===== src/rtl/cs_term_pkg.sv =====
package cs_term_pkg;

    // Bus window phase: idle, inside a beat (chip select low), write tail
    typedef enum logic [1:0] {
        ST_IDLE = 2'd0,
        ST_BEAT = 2'd1,
        ST_TAIL = 2'd2
    } cyc_state_e;

    // Per-transfer mode captured at request acceptance
    typedef struct packed {
        logic auto_ack;
        logic write;
    } xfer_mode_t;

    // A beat terminates on a recognised acknowledge or on wait expiry in auto mode
    function automatic logic beat_term(input logic auto_en,
                                       input logic expired,
                                       input logic ack_seen);
        return ack_seen | (auto_en & expired);
    endfunction

    // Phase entered after the final beat: writes keep data for one more cycle
    function automatic cyc_state_e after_last(input logic is_write);
        return is_write ? ST_TAIL : ST_IDLE;
    endfunction

endpackage


===== src/rtl/cs_ack_sampler.sv =====
module cs_ack_sampler (
    input  logic clk,
    input  logic rst,
    input  logic ext_ack,
    input  logic cs_active,
    input  logic discard,
    output logic ack_q
);

    // Single register stage; samples only inside the window and drops
    // an acknowledge seen in the cycle the current beat already ends.
    always_ff @(posedge clk) begin
        if (rst) begin
            ack_q <= 1'b0;
        end else begin
            ack_q <= ext_ack & cs_active & ~discard;
        end
    end

    // nothing sampled while the chip select is high
    p_ack_gated_r7: assert property (@(posedge clk) disable iff (rst)
        !cs_active |=> !ack_q);

endmodule


===== src/rtl/cs_wait_timer.sv =====
module cs_wait_timer #(
    parameter int unsigned WAIT_W = 4
) (
    input  logic              clk,
    input  logic              rst,
    input  logic              load,
    input  logic [WAIT_W-1:0] load_val,
    output logic              expired
);

    localparam logic [WAIT_W-1:0] CNT_ZERO = '0;
    localparam logic [WAIT_W-1:0] CNT_ONE  = WAIT_W'(1);

    logic [WAIT_W-1:0] cnt_q;

    always_ff @(posedge clk) begin
        if (rst) begin
            cnt_q <= CNT_ZERO;
        end else if (load) begin
            cnt_q <= load_val;
        end else if (cnt_q != CNT_ZERO) begin
            cnt_q <= cnt_q - CNT_ONE;
        end
    end

    assign expired = (cnt_q == CNT_ZERO);

endmodule


===== src/rtl/cs_beat_fsm.sv =====
module cs_beat_fsm
    import cs_term_pkg::*;
#(
    parameter int unsigned BEAT_W = 4
) (
    input  logic              clk,
    input  logic              rst,
    input  logic              cfg_valid,
    input  logic              cfg_auto_ack,
    input  logic              req_start,
    input  logic              req_write,
    input  logic [BEAT_W-1:0] req_beats_m1,
    input  logic              ack_q,
    input  logic              expired,
    output cyc_state_e        state,
    output xfer_mode_t        mode,
    output logic              beat_end,
    output logic              last_beat,
    output logic              timer_load
);

    localparam logic [BEAT_W-1:0] LEFT_ZERO = '0;
    localparam logic [BEAT_W-1:0] LEFT_ONE  = BEAT_W'(1);

    cyc_state_e        state_q, state_d;
    xfer_mode_t        mode_q;
    logic [BEAT_W-1:0] left_q;
    logic              accept;

    assign accept    = (state_q == ST_IDLE) & req_start & cfg_valid;
    assign last_beat = (left_q == LEFT_ZERO);
    assign beat_end  = (state_q == ST_BEAT) &
                       beat_term(mode_q.auto_ack, expired, ack_q);
    assign timer_load = accept | (beat_end & ~last_beat);

    always_comb begin
        state_d = state_q;
        unique case (state_q)
            ST_IDLE: if (accept) state_d = ST_BEAT;
            ST_BEAT: if (beat_end && last_beat) state_d = after_last(mode_q.write);
            ST_TAIL: state_d = ST_IDLE;
            default: state_d = ST_IDLE;
        endcase
    end

    always_ff @(posedge clk) begin
        if (rst) begin
            state_q <= ST_IDLE;
            mode_q  <= '0;
            left_q  <= LEFT_ZERO;
        end else begin
            state_q <= state_d;
            if (accept) begin
                mode_q.auto_ack <= cfg_auto_ack;
                mode_q.write    <= req_write;
                left_q          <= req_beats_m1;
            end else if (beat_end && !last_beat) begin
                left_q <= left_q - LEFT_ONE;
            end
        end
    end

    assign state = state_q;
    assign mode  = mode_q;

    // without auto mode only a recognised acknowledge can end a beat
    p_noauto_ack_r1: assert property (@(posedge clk) disable iff (rst)
        (beat_end && !mode_q.auto_ack) |-> ack_q);

    // latched mode cannot change while the window is open
    p_mode_stable_r9: assert property (@(posedge clk) disable iff (rst)
        (state_q == ST_BEAT) |=> $stable(mode_q));

endmodule


===== src/rtl/cs_term_ctrl.sv =====
module cs_term_ctrl
    import cs_term_pkg::*;
#(
    parameter int unsigned WAIT_W = 4,
    parameter int unsigned BEAT_W = 4
) (
    input  logic              clk,
    input  logic              rst,
    input  logic              cfg_valid,
    input  logic              cfg_auto_ack,
    input  logic [WAIT_W-1:0] cfg_wait,
    input  logic              req_start,
    input  logic              req_write,
    input  logic [BEAT_W-1:0] req_beats_m1,
    input  logic              ext_ack,
    output logic              cs_n,
    output logic              rd_latch,
    output logic              wr_oe,
    output logic              beat_done,
    output logic              xfer_done
);

    cyc_state_e        state;
    xfer_mode_t        mode;
    logic              beat_end;
    logic              last_beat;
    logic              timer_load;
    logic              expired;
    logic              ack_q;
    logic              in_beat;
    logic [WAIT_W-1:0] wait_lat_q;

    assign in_beat = (state == ST_BEAT);

    // Wait count is latched with the request so every beat reloads the same value
    always_ff @(posedge clk) begin
        if (rst) begin
            wait_lat_q <= '0;
        end else if (state == ST_IDLE && req_start && cfg_valid) begin
            wait_lat_q <= cfg_wait;
        end
    end

    cs_ack_sampler u_ack (
        .clk       (clk),
        .rst       (rst),
        .ext_ack   (ext_ack),
        .cs_active (in_beat),
        .discard   (beat_end),
        .ack_q     (ack_q)
    );

    cs_wait_timer #(.WAIT_W(WAIT_W)) u_timer (
        .clk      (clk),
        .rst      (rst),
        .load     (timer_load),
        .load_val ((state == ST_IDLE) ? cfg_wait : wait_lat_q),
        .expired  (expired)
    );

    cs_beat_fsm #(.BEAT_W(BEAT_W)) u_fsm (
        .clk          (clk),
        .rst          (rst),
        .cfg_valid    (cfg_valid),
        .cfg_auto_ack (cfg_auto_ack),
        .req_start    (req_start),
        .req_write    (req_write),
        .req_beats_m1 (req_beats_m1),
        .ack_q        (ack_q),
        .expired      (expired),
        .state        (state),
        .mode         (mode),
        .beat_end     (beat_end),
        .last_beat    (last_beat),
        .timer_load   (timer_load)
    );

    assign cs_n      = ~in_beat;
    assign wr_oe     = mode.write & (in_beat | (state == ST_TAIL));
    assign rd_latch  = beat_end & ~mode.write;
    assign beat_done = beat_end;
    assign xfer_done = beat_end & last_beat;

    // chip select released the cycle after the final beat
    p_cs_release_r5: assert property (@(posedge clk) disable iff (rst)
        xfer_done |=> cs_n);

    // chip select held between beats of one transfer
    p_cs_hold_r5: assert property (@(posedge clk) disable iff (rst)
        (beat_done && !xfer_done) |=> !cs_n);

    // write data stays driven one cycle past chip-select release
    p_wr_tail_r6: assert property (@(posedge clk) disable iff (rst)
        (xfer_done && wr_oe) |=> (wr_oe && cs_n));

    // read strobe only at the end of a read beat
    p_rd_strobe_r4: assert property (@(posedge clk) disable iff (rst)
        rd_latch |-> (beat_done && !wr_oe && !cs_n));

    // an invalid window never opens
    p_invalid_idle_r8: assert property (@(posedge clk) disable iff (rst)
        (cs_n && !wr_oe && !cfg_valid) |=> cs_n);

    // transfer completion coincides with a beat completion
    p_xfer_beat_r10: assert property (@(posedge clk) disable iff (rst)
        xfer_done |-> beat_done);

endmodule


===== config.mk =====
export PLATFORM = sky130hd
export DESIGN_NAME = cs_term_ctrl
export DESIGN_NICKNAME = d
export VERILOG_FILES = /design/src/rtl/cs_term_pkg.sv /design/src/rtl/cs_ack_sampler.sv /design/src/rtl/cs_wait_timer.sv /design/src/rtl/cs_beat_fsm.sv /design/src/rtl/cs_term_ctrl.sv
export SDC_FILE = /design/constraint.sdc
export NUM_CORES = 1
export LEC_CHECK = 0
export ABC_CLOCK_PERIOD_IN_PS = 2100
export BUFFER_PORTS_ARGS = -buffer_cell sky130_fd_sc_hd__clkbuf_2
export CAP_MARGIN = 20
export CORE_MARGIN = 8
export CORE_UTILIZATION = 53
export CTS_CLUSTER_DIAMETER = 40
export DETAILED_ROUTE_END_ITERATION = 6
export PLACE_DENSITY = 0.77
export SLEW_MARGIN = 5
export SYNTH_ARGS = -nofsm -noshare
export SYNTH_HDL_FRONTEND = slang
export SYNTH_SLANG_ARGS = --single-unit

===== constraint.sdc =====
create_clock -name clk -period 2.1 [get_ports clk]
set_input_delay 0.105 -clock clk [delete_from_list [all_inputs] [get_ports clk]]
set_output_delay 0.105 -clock clk [all_outputs]
set_load 0.05 [all_outputs]

==> parameters.txt, run 1 <==
Parameter                              Value

Run status
  Run status    completed

Synthesis
  Area leader, netlist    dfxtp_1
  Post-Synthesis Net Count    142
  FF+latch count, synth    17
  Number of distinct library cell variants in the gate-level netlist after synthesis    36
  Number of synthesized flops with an enable pin    0
  Per-instance average area after synthesis    8.262 um2
  Mapped Area    999.7 um2
  Top FF cell, synth    dfxtp_1
  Syn Inst Count    121
  Portion of the post-synthesis area used by sequential elements    0.3404
  Proportion of synthesized flip-flops having asynchronous set or reset    0
  Top cells by area in the synthesized netlist    dfxtp_1 (34%), ha_1 (7.5%), nand2_1 (5.6%), a21oi_1 (5.0%), inv_1 (4.5%)
  Proportion of netlist area held by the largest area contributor    0.3404
  Yosys warns    0

Clock network
  Largest buffer count on any clock path    2
  TritonCTS clock tree    yes
  Latest clock arrival within the worst-skew pair    0.29 ns
  Clock slew seen by the registers of the worst setup and hold paths    0.11 ns
  CTS Buf Count    3
  CTS H-Tree Depth    1
  Library cell used as clock root buffer    clkbuf_4
  CTS Hold Buffers Added    0
  Postcts setup bufs    0
  Post-cts resize count    0
  Clock Sinks    17

Worst hold path
  HP Start    req_write
  Hold endpoint    u_fsm.mode[0]
  Class of the tightest hold or removal check    in2reg
  Worst hold path depth    3

Critical path
  Register-to-register setup slack    0.26 ns
  Startpoint type of the worst setup path    flop
  Critical path start-end classification    reg2out
  Worst Setup End Kind    primary output
  End of the worst register-to-register path    u_timer.cnt_q[3]
  Beginning of the worst register-to-register path    u_timer.cnt_q[0]
  Delay of the slowest cell on the worst path    0.32 ns
  Required @ worst endpoint    2.00 ns
  Arrival time of data at the critical path endpoint    1.82 ns
  Crit-path most repeated cell    inv_1
  Critical-path top delay cell    dfxtp_1
  CP cell instances    inv_1, ha_1, and4bb_4, or2_1, nand3_1, inv_1, clkbuf_2
  Biggest fanout along the worst timing path    5
  Number of cells on the worst reg-to-reg path    6

GRT
  Number of global-route vias before repair    841
  Largest net degree at the start of global routing    21
  Wire length of the first global-routing pass    3.512 mm
  Number of antenna violations at the first check in global routing    0
  All-Layer GR Usage    0.1269
  GRT Residual Overflow    0

Detailed routing
  Total DRC errors in the routed layout    0
  Residual antenna-violating net count after detailed routing    0
  Via count of the routed design    875
  DRT Wirelength    2.048 mm
  Number of DRC markers after the initial detailed-route iteration    9
  Length of the first detailed-routing pass in iterations    4
  Vias per std cell    5.368
  DR WL/cell    12.56 um

STA
  Pin slew with the least headroom to its limit    0.5300 ns
  Final setup violation count    0
  Hold Fails Final Rpt    0
  Final Critical Period    1.923 ns
  RSZ-0062 raised after global routing    no
  Achievable Freq    0.5201 GHz
  Post-route setup TNS    0 ns
  Max Clock Skew    0.01127 ns
  Final clock period utilization by the worst path    0.9155
  Final slew viol count    0
  Slew HR    0.6467

Power
  Peak supply drop    593.6 uV
  Power density normalized to cell area    1011 nW/um2
  Static power due to leakage    0.4869 nW

Place
  Gp weighted congestion    0.8727
  Count of buffers from port buffering    19
  Cell area reported after detailed placement    1102 um2
  Detail Placement HPWL    1.532 mm

Floorplanning
  Number of primary I/O pins    20
  X dimension of the die    59.43 um
  Die Y    59.43 um
  Starting density of the core    0.5728
  DIE AREA    3532 um2
  Rows    15
  Area of the placeable core    1745 um2

Finish
  Final-layout fill cell count    169
  Final net count    160
  Fraction of final layout cells with drive strength greater than 1    0.2101
  Number of diodes added for antenna fixing    0
  Area growth from synthesis to final layout    13.02%
  Post-Layout Inst Area    1130 um2

Flow run
  MaxCap Viol Count    0
[critical path, delay by kind of cell, from the launching register on]
family / cells / cell delay [ns]
adder cells (fa/ha/maj): 1 / 0.22
buffers and inverters: 3 / 0.45
flip-flops: 1 / 0.32
AND/OR/NAND/NOR: 3 / 0.53
[report_power, final]
part	total [mW]	leakage [nW]	internal (mW)	switching, mW
Clock	0.175	0.0177	0.0708	0.104
Sequential	0.436	0.140	0.386	0.0504
Combinational	0.531	0.330	0.222	0.309
[sequential cells by signal, indices dropped and copies added (netlist names)]
signal	cells
wait_lat_q	4
u_timer.cnt_q	4
u_fsm.state	2
u_fsm.left_q	4
u_ack.ack_q	1
u_fsm.mode	2
[kinds of logic (layout without fill, tap and decap cells)]
kind of cell               Yosys count  in the layout  share of synthesized area
and+or+nand+nor                     44             44                     0.2340
xor gates and xnor gates             2              2                    0.01753
DFF                                 17             17                     0.3404
adders and majority gates            6              6                    0.07509
AOI/OAI and AO/OA                   29             29                     0.2165
muxes                                4              4                    0.04005
buffers and inverters               19             36                    0.07633
[layout by cell type (no fill, tap or decap), types with 6 or more instances in the layout]
cell / Yosys / layout
a21oi_1: 10 / 10
nand2_1: 15 / 15
dfxtp_1: 17 / 17
ha_1: 6 / 6
clkbuf_2: 0 / 19
inv_1: 12 / 12
[metal layers]
metal  GRT usage  wire, um
met3     0.04772        98
met2      0.2157       951
met5           0         0
met1      0.1457       985
met4     0.02730        12
[worst max path at each step]
stage	startpoint	endpoint	slack (ns)
6_report	u_timer.cnt_q[0]	xfer_done	0.18
2_1_floorplan	u_timer.cnt_q[0]	rd_latch	0.42
3_5_place_dp	u_timer.cnt_q[0]	u_timer.cnt_q[3]	0.30
5_1_grt	u_timer.cnt_q[0]	xfer_done	0.07
3_3_place_gp	u_timer.cnt_q[0]	u_timer.cnt_q[0]	0.39
4_1_cts	u_timer.cnt_q[0]	xfer_done	0.17
[layout make-up]
cell class	instances	area [um2]	area share
Timing Repair Buffer	20	102.6	0.09081
Sequential cell	17	340.3	0.3012
Tap cell	25	31.28	0.02769
Inverter	12	45.04	0.03987
Clock inverter	1	5.005	0.004430
Multi-Input combinational cell	85	583.1	0.5161
Clock buffer	3	22.52	0.01993
[stage by stage]
step	hold slack, ns	cells	worst slack, ns	power, mW	utilization
final	0.01677	163	0.1774	1.143	0.6473
after global routing	0.02602	163	0.06951	1.235	0.6473
after CTS	0.01404	163	0.1733	1.151	0.6473
after detailed placement	0.3267	159	0.3008	0.9715	0.6315
after global placement	0.3196	159	0.3918	0.9531	0.6315
after floorplan	0.2324	121	0.4215	0.8649	-
[synth_stat cells (2+ instances only)]
cell	instances
a21oi_1	10
a221oi_1	3
a311oi_1	4
clkbuf_1	4
dfxtp_1	17
ha_1	6
inv_1	12
mux2i_1	4
nand2_1	15
nand2b_1	3
nand3_1	3
nand3b_1	2
nor2_1	4
nor2b_1	4
nor3_1	4
nor3b_1	2
o21ai_1	3
or3_1	2
xnor2_1	2
(Power assumes the default switching activity.)
==> run 2, diff against run 1 <==
--- a/config.mk
+++ b/config.mk
@@ -12,6 +12,7 @@
 export CORE_UTILIZATION = 53
 export CTS_CLUSTER_DIAMETER = 40
 export DETAILED_ROUTE_END_ITERATION = 6
+export HOLD_SLACK_MARGIN = 0.06
 export PLACE_DENSITY = 0.77
 export SLEW_MARGIN = 5
 export SYNTH_ARGS = -nofsm -noshare
==> run 2 against run 1 <==
Final area is 7.1% higher. Sequential share of layout area decreased by 2.0 points. Setup slack worse by 0.0056 ns. Largest power group unchanged.
==> parameters.txt, run 2 (synthesis results as in run 1) <==
Parameter                              Value

Run status
  Run status    completed (unchanged)

Finish
  Combined area of the multi-input logic cells    583.1 um2 (unchanged)
  Area growth from synthesis to final layout    21.03% (was 13.02%)
  Final net count    168 (was 160)
  Number of diodes added for antenna fixing    0 (unchanged)
  Most common cell after layout, fill and taps aside    clkbuf_2 (unchanged)
  Leading registers by flop count    u_fsm.left_q x4, u_timer.cnt_q x4, wait_lat_q x4 (unchanged)
  Fraction of final layout cells with drive strength greater than 1    0.1986 (was 0.2101)
  Total area of sequential cells    340.3 um2 (unchanged)
  Final-layout fill cell count    161 (was 169)
  Most frequent cells in the layout    clkbuf_2 (19), dfxtp_1 (17), nand2_1 (15) (unchanged)

STA
  Max Clock Skew    0.01159 ns (was 0.01127 ns)
  Hold Fails Final Rpt    0 (unchanged)
  Final slew viol count    0 (unchanged)
  Final Critical Period    1.928 ns (was 1.923 ns)
  Slew HR    0.6531 (was 0.6467)
  RSZ-0062 raised after global routing    no (unchanged)
  Pin slew with the least headroom to its limit    0.5204 ns (was 0.5300 ns)
  Final clock period utilization by the worst path    0.9182 (was 0.9155)
  Achievable Freq    0.5186 GHz (was 0.5201 GHz)
  Final setup violation count    0 (unchanged)
  Post-route setup TNS    0 ns (unchanged)

Detailed routing
  Number of DRC markers after the initial detailed-route iteration    9 (unchanged)
  Residual antenna-violating net count after detailed routing    0 (unchanged)
  Total DRC errors in the routed layout    0 (unchanged)
  DR WL/cell    12.51 um (was 12.56 um)
  Length of the first detailed-routing pass in iterations    4 (unchanged)
  Via count of the routed design    903 (was 875)
  DRT Wirelength    2.140 mm (was 2.048 mm)
  Vias per std cell    5.281 (was 5.368)

Critical path
  Delay of the slowest cell on the worst path    0.32 ns (about the same)
  Number of buffers and inverters on the critical path    3 (unchanged)
  Beginning of the worst register-to-register path    u_timer.cnt_q[0] (unchanged)
  End of the worst register-to-register path    u_timer.cnt_q[3] (unchanged)
  Crit-path most repeated cell    inv_1 (unchanged)
  Critical path start-end classification    reg2out (unchanged)
  Biggest fanout along the worst timing path    5 (unchanged)
  Arrival time of data at the critical path endpoint    1.82 ns (about the same)
  Register-to-register setup slack    0.27 ns (was 0.26 ns)
  Startpoint type of the worst setup path    flop (unchanged)
  Number of cells on the worst reg-to-reg path    6 (unchanged)
  Required @ worst endpoint    2.00 ns (about the same)
  CP cell instances    inv_1, ha_1, and4bb_4, or2_1, nand3_1, inv_1, clkbuf_2 (unchanged)
  Critical-path top delay cell    dfxtp_1 (unchanged)
  Family with the most delay on the worst path    simple AND/OR/NAND/NOR gates (unchanged)
  Worst Setup End Kind    primary output (unchanged)

Clock network
  Latest clock arrival within the worst-skew pair    0.29 ns (about the same)
  Post-cts resize count    0 (unchanged)
  Clock Sinks    17 (unchanged)
  Clock slew seen by the registers of the worst setup and hold paths    0.11 ns (about the same)
  TritonCTS clock tree    yes (unchanged)
  Largest buffer count on any clock path    2 (unchanged)
  CTS H-Tree Depth    1 (unchanged)
  CTS Buf Count    3 (unchanged)
  Library cell used as clock root buffer    clkbuf_4 (unchanged)

Flow run
  MaxCap Viol Count    0 (unchanged)

Power
  PnR Total Power    1.156 mW (was 1.143 mW)
  Peak supply drop    594.6 uV (was 593.6 uV)
  Power density normalized to cell area    955.2 nW/um2 (was 1011 nW/um2)
  Static power due to leakage    0.5203 nW (was 0.4869 nW)

Floorplanning
  Number of primary I/O pins    20 (unchanged)
  Die Y    59.43 um (unchanged)
  Rows    15 (unchanged)
  X dimension of the die    59.43 um (unchanged)
  DIE AREA    3532 um2 (unchanged)
  Area of the placeable core    1745 um2 (unchanged)
  Starting density of the core    0.5728 (unchanged)

GRT
  GRT Residual Overflow    0 (unchanged)
  Wire length of the first global-routing pass    3.663 mm (was 3.512 mm)
  All-Layer GR Usage    0.1322 (was 0.1269)
  Number of global-route vias before repair    881 (was 841)
  Largest net degree at the start of global routing    21 (unchanged)
  Number of antenna violations at the first check in global routing    0 (unchanged)

Worst hold path
  Worst hold path depth    3 (unchanged)
  Hold endpoint    u_fsm.left_q[0] (was u_fsm.mode[0])
  Class of the tightest hold or removal check    in2reg (unchanged)
  HP Start    req_beats_m1[0] (was req_write)

Place
  Count of buffers from port buffering    19 (unchanged)
  Gp weighted congestion    0.8727 (unchanged)
  Detail Placement HPWL    1.532 mm (unchanged)
## run 2: what timing repair did
action	in CTS	in global routing
hold buffers	8	0
setup buffers	0	0
endpoints found under the hold margin	8	0
## run 2: layer usage
layer  GRT usage  part of all wire  up-vias
met2      0.2311              0.48       14
met3     0.04989             0.043        2
met4     0.02730            0.0056        0
met5           0                 0        -
li1            -                 -      475
met1      0.1469              0.47      412
## run 2: layout make-up
cell class / count / area share
multi-input combinational: 85 / 0.4819
inverter: 12 / 0.03723
clock buffer: 3 / 0.01861
clock inverter: 1 / 0.004137
tap: 25 / 0.02585
sequential: 17 / 0.2813
timing repair buffer: 28 / 0.1510
## run 2: worst max path at each step
stage                startpoint               end  cells after the start
6_report       u_timer.cnt_q[0]         xfer_done                      7
5_1_grt        u_timer.cnt_q[0]         xfer_done                      7
4_1_cts        u_timer.cnt_q[0]         xfer_done                      7
3_5_place_dp   u_timer.cnt_q[0]  u_timer.cnt_q[3]                      6
3_3_place_gp   u_timer.cnt_q[0]  u_timer.cnt_q[0]                      6
2_1_floorplan  u_timer.cnt_q[0]          rd_latch                      5
## run 2: worst reg2reg max path, cell delays in order (launching register included)
cell,delay [ns]
dfxtp_1,0.34
inv_1,0.07
ha_1,0.24
and4bb_4,0.24
o221ai_2,0.43
a221oi_1,0.15
a311oi_1,0.26
## run 2: report_power, final
group          total [mW]  switching (mW)  leakage, nW  internal, mW
Combinational       0.544           0.312        0.363         0.232
Sequential          0.436          0.0504        0.140         0.386
Clock               0.175           0.104       0.0177        0.0708
Total                1.16           0.467        0.520         0.689
## run 2: through the flow
stage	setup slack, ns	instances	hold WS, ns	instance area, um2	utilization
6_report	0.1718	171	0.1103	1210	0.6932
5_1_grt	0.06951	171	0.09959	1210	0.6932
4_1_cts	0.1733	171	0.1078	1210	0.6932
3_5_place_dp	0.3008	159	0.3267	1102	0.6315
3_3_place_gp	0.3918	159	0.3196	1102	0.6315
2_1_floorplan	0.4215	121	0.2324	999.7	-
==> run 3, diff against run 2 <==
--- a/config.mk
+++ b/config.mk
@@ -9,11 +9,10 @@
 export BUFFER_PORTS_ARGS = -buffer_cell sky130_fd_sc_hd__clkbuf_2
 export CAP_MARGIN = 20
 export CORE_MARGIN = 8
-export CORE_UTILIZATION = 53
+export CORE_UTILIZATION = 30
 export CTS_CLUSTER_DIAMETER = 40
 export DETAILED_ROUTE_END_ITERATION = 6
 export HOLD_SLACK_MARGIN = 0.06
-export PLACE_DENSITY = 0.77
 export SLEW_MARGIN = 5
 export SYNTH_ARGS = -nofsm -noshare
 export SYNTH_HDL_FRONTEND = slang
==> run 3 against run 2 <==
Clock-buffer cell count is the same. Fmax shrank 2.6%. Global-route usage shrank 3.9 points. Final cell count grew 13%. Setup slack lost 0.052 ns. Non-clock buffer count grew 2. Die area grew 54%. Largest power group unchanged.
==> parameters.txt, run 3 (synthesis results as in run 1) <==
Parameter                              Value

Run status
  Run status    completed (unchanged)

Floorplanning
  X dimension of the die    73.73 um (was 59.43 um)
  Rows    21 (was 15)
  Number of primary I/O pins    20 (unchanged)
  Area of the placeable core    3258 um2 (was 1745 um2)
  Starting density of the core    0.3068 (was 0.5728)
  Die Y    73.73 um (was 59.43 um)
  DIE AREA    5435 um2 (was 3532 um2)

Detailed routing
  Number of DRC markers after the initial detailed-route iteration    17 (was 9)
  Length of the first detailed-routing pass in iterations    3 (was 4)
  Via count of the routed design    902 (was 903)
  DRT Wirelength    2.308 mm (was 2.140 mm)
  Residual antenna-violating net count after detailed routing    0 (unchanged)
  Total DRC errors in the routed layout    0 (unchanged)
  Vias per std cell    4.649 (was 5.281)
  DR WL/cell    11.90 um (was 12.51 um)

STA
  Slew HR    0.6551 (was 0.6531)
  Final clock period utilization by the worst path    0.9429 (was 0.9182)
  RSZ-0062 raised after global routing    no (unchanged)
  Final Critical Period    1.980 ns (was 1.928 ns)
  Achievable Freq    0.5050 GHz (was 0.5186 GHz)
  Pin slew with the least headroom to its limit    0.5174 ns (was 0.5204 ns)
  Max Clock Skew    0.001021 ns (was 0.01159 ns)
  Post-route setup TNS    0 ns (unchanged)
  Hold Fails Final Rpt    0 (unchanged)
  Final slew viol count    0 (unchanged)
  Worst hold margin    0.1139 ns (was 0.1103 ns)
  Final setup violation count    0 (unchanged)

Clock network
  CTS Buf Count    3 (unchanged)
  Latest clock arrival within the worst-skew pair    0.28 ns (was 0.29 ns)
  Library cell used as clock root buffer    clkbuf_4 (unchanged)
  Clock slew seen by the registers of the worst setup and hold paths    0.10 ns (was 0.11 ns)
  Largest buffer count on any clock path    2 (unchanged)
  CTS H-Tree Depth    1 (unchanged)
  TritonCTS clock tree    yes (unchanged)
  Clock Sinks    17 (unchanged)

Power
  Peak supply drop    485.7 uV (was 594.6 uV)
  Power density normalized to cell area    940.9 nW/um2 (was 955.2 nW/um2)
  Static power due to leakage    0.5301 nW (was 0.5203 nW)

Finish
  Number of diodes added for antenna fixing    0 (unchanged)
  Most frequent cells in the layout    clkbuf_2 (18), dfxtp_1 (17), nand2_1 (15) (was clkbuf_2 (19), dfxtp_1 (17), nand2_1 (15))
  Leading registers by flop count    u_fsm.left_q x4, u_timer.cnt_q x4, wait_lat_q x4 (unchanged)
  Area growth from synthesis to final layout    25.16% (was 21.03%)
  Most common cell after layout, fill and taps aside    clkbuf_2 (unchanged)
  Fraction of final layout cells with drive strength greater than 1    0.2095 (was 0.1986)
  Final net count    170 (was 168)
  Final instance count without filler cells    194 (was 171)
  Post-Layout Inst Area    1251 um2 (was 1210 um2)

Place
  Number of cells after detailed placement    182 (was 159)
  Cell area reported after detailed placement    1144 um2 (was 1102 um2)
  Count of buffers from port buffering    19 (unchanged)
  Detail Placement HPWL    1.773 mm (was 1.532 mm)
  Gp weighted congestion    0.9370 (was 0.8727)

Critical path
  Crit-path most repeated cell    inv_1 (unchanged)
  Arrival time of data at the critical path endpoint    1.88 ns (was 1.82 ns)
  Worst Setup End Kind    primary output (unchanged)
  Critical path start-end classification    reg2out (unchanged)
  Biggest fanout along the worst timing path    5 (unchanged)
  Critical-path top delay cell    dfxtp_1 (unchanged)
  CP cell instances    inv_1, ha_1, and4bb_4, or2_1, nand3_1, inv_1, buf_2 (was inv_1, ha_1, and4bb_4, or2_1, nand3_1, inv_1, clkbuf_2)
  Required @ worst endpoint    2.00 ns (about the same)
  Delay of the slowest cell on the worst path    0.33 ns (was 0.32 ns)
  Startpoint type of the worst setup path    flop (unchanged)

GRT
  Number of global-route vias before repair    933 (was 881)
  Largest net degree at the start of global routing    21 (unchanged)
  Number of antenna violations at the first check in global routing    0 (unchanged)
  All-Layer GR Usage    0.09336 (was 0.1322)
  GRT Residual Overflow    0 (unchanged)
  Wire length of the first global-routing pass    4.064 mm (was 3.663 mm)

Flow run
  MaxCap Viol Count    0 (unchanged)

Worst hold path
  Class of the tightest hold or removal check    in2reg (unchanged)
run 3: final timing paths:
path                    startpoint                to  slack [ns]  cells past startpoint
setup / recovery  u_timer.cnt_q[0]         xfer_done        0.12                      7
hold / removal     req_beats_m1[2]   u_fsm.left_q[2]        0.11                      3
setup reg to reg  u_timer.cnt_q[0]  u_timer.cnt_q[0]        0.24                      6
hold reg to reg      wait_lat_q[3]     wait_lat_q[3]        0.45                      2
run 3: layout make-up:
type	count	area, um2
Fill cell	366	2007
Multi-Input combinational cell	85	583.1
Sequential cell	17	340.3
Timing Repair Buffer	30	197.7
Tap cell	46	57.56
Inverter	12	45.04
Clock buffer	3	22.52
Clock inverter	1	5.005
run 3: metal layers:
metal  vias up  part of all wire  track usage
met2        13              0.48       0.1467
met4         0            0.0061      0.03104
li1        476                 -            -
met3         2             0.032      0.02729
met1       411              0.48       0.1176
met5         -                 0            0
run 3: repair_timing:
action / CTS / global route
hold buffers: 8 / 0
setup buffers: 0 / 0
hold endpoints to repair: 8 / 0
endpoints found under the setup margin: 0 / 1
resized for setup: 0 / 1
run 3: power by group:
| group | switching (mW) | internal [mW] | total (mW) | leakage (nW) |
|---|---|---|---|---|
| clock network | 0.105 | 0.0707 | 0.176 | 0.0177 |
| registers | 0.0515 | 0.386 | 0.438 | 0.140 |
| logic | 0.321 | 0.243 | 0.564 | 0.373 |
| total | 0.478 | 0.699 | 1.18 | 0.530 |
run 3: per-stage QoR:
step	total power [mW]	setup slack, ns	utilization
after floorplan	0.8649	0.4215	-
after global placement	0.9751	0.3897	0.3510
after detailed placement	0.9975	0.2545	0.3510
after CTS	1.191	0.09180	0.3840
after global routing	1.286	0.01656	0.3840
final	1.177	0.1199	0.3840
run 3: critical path, delay by kind of cell (launching register included):
family | cells | cell delay [ns]
adders and majority gates | 1 | 0.23
buffers and inverters | 3 | 0.47
DFF | 1 | 0.33
and+or+nand+nor | 3 | 0.55
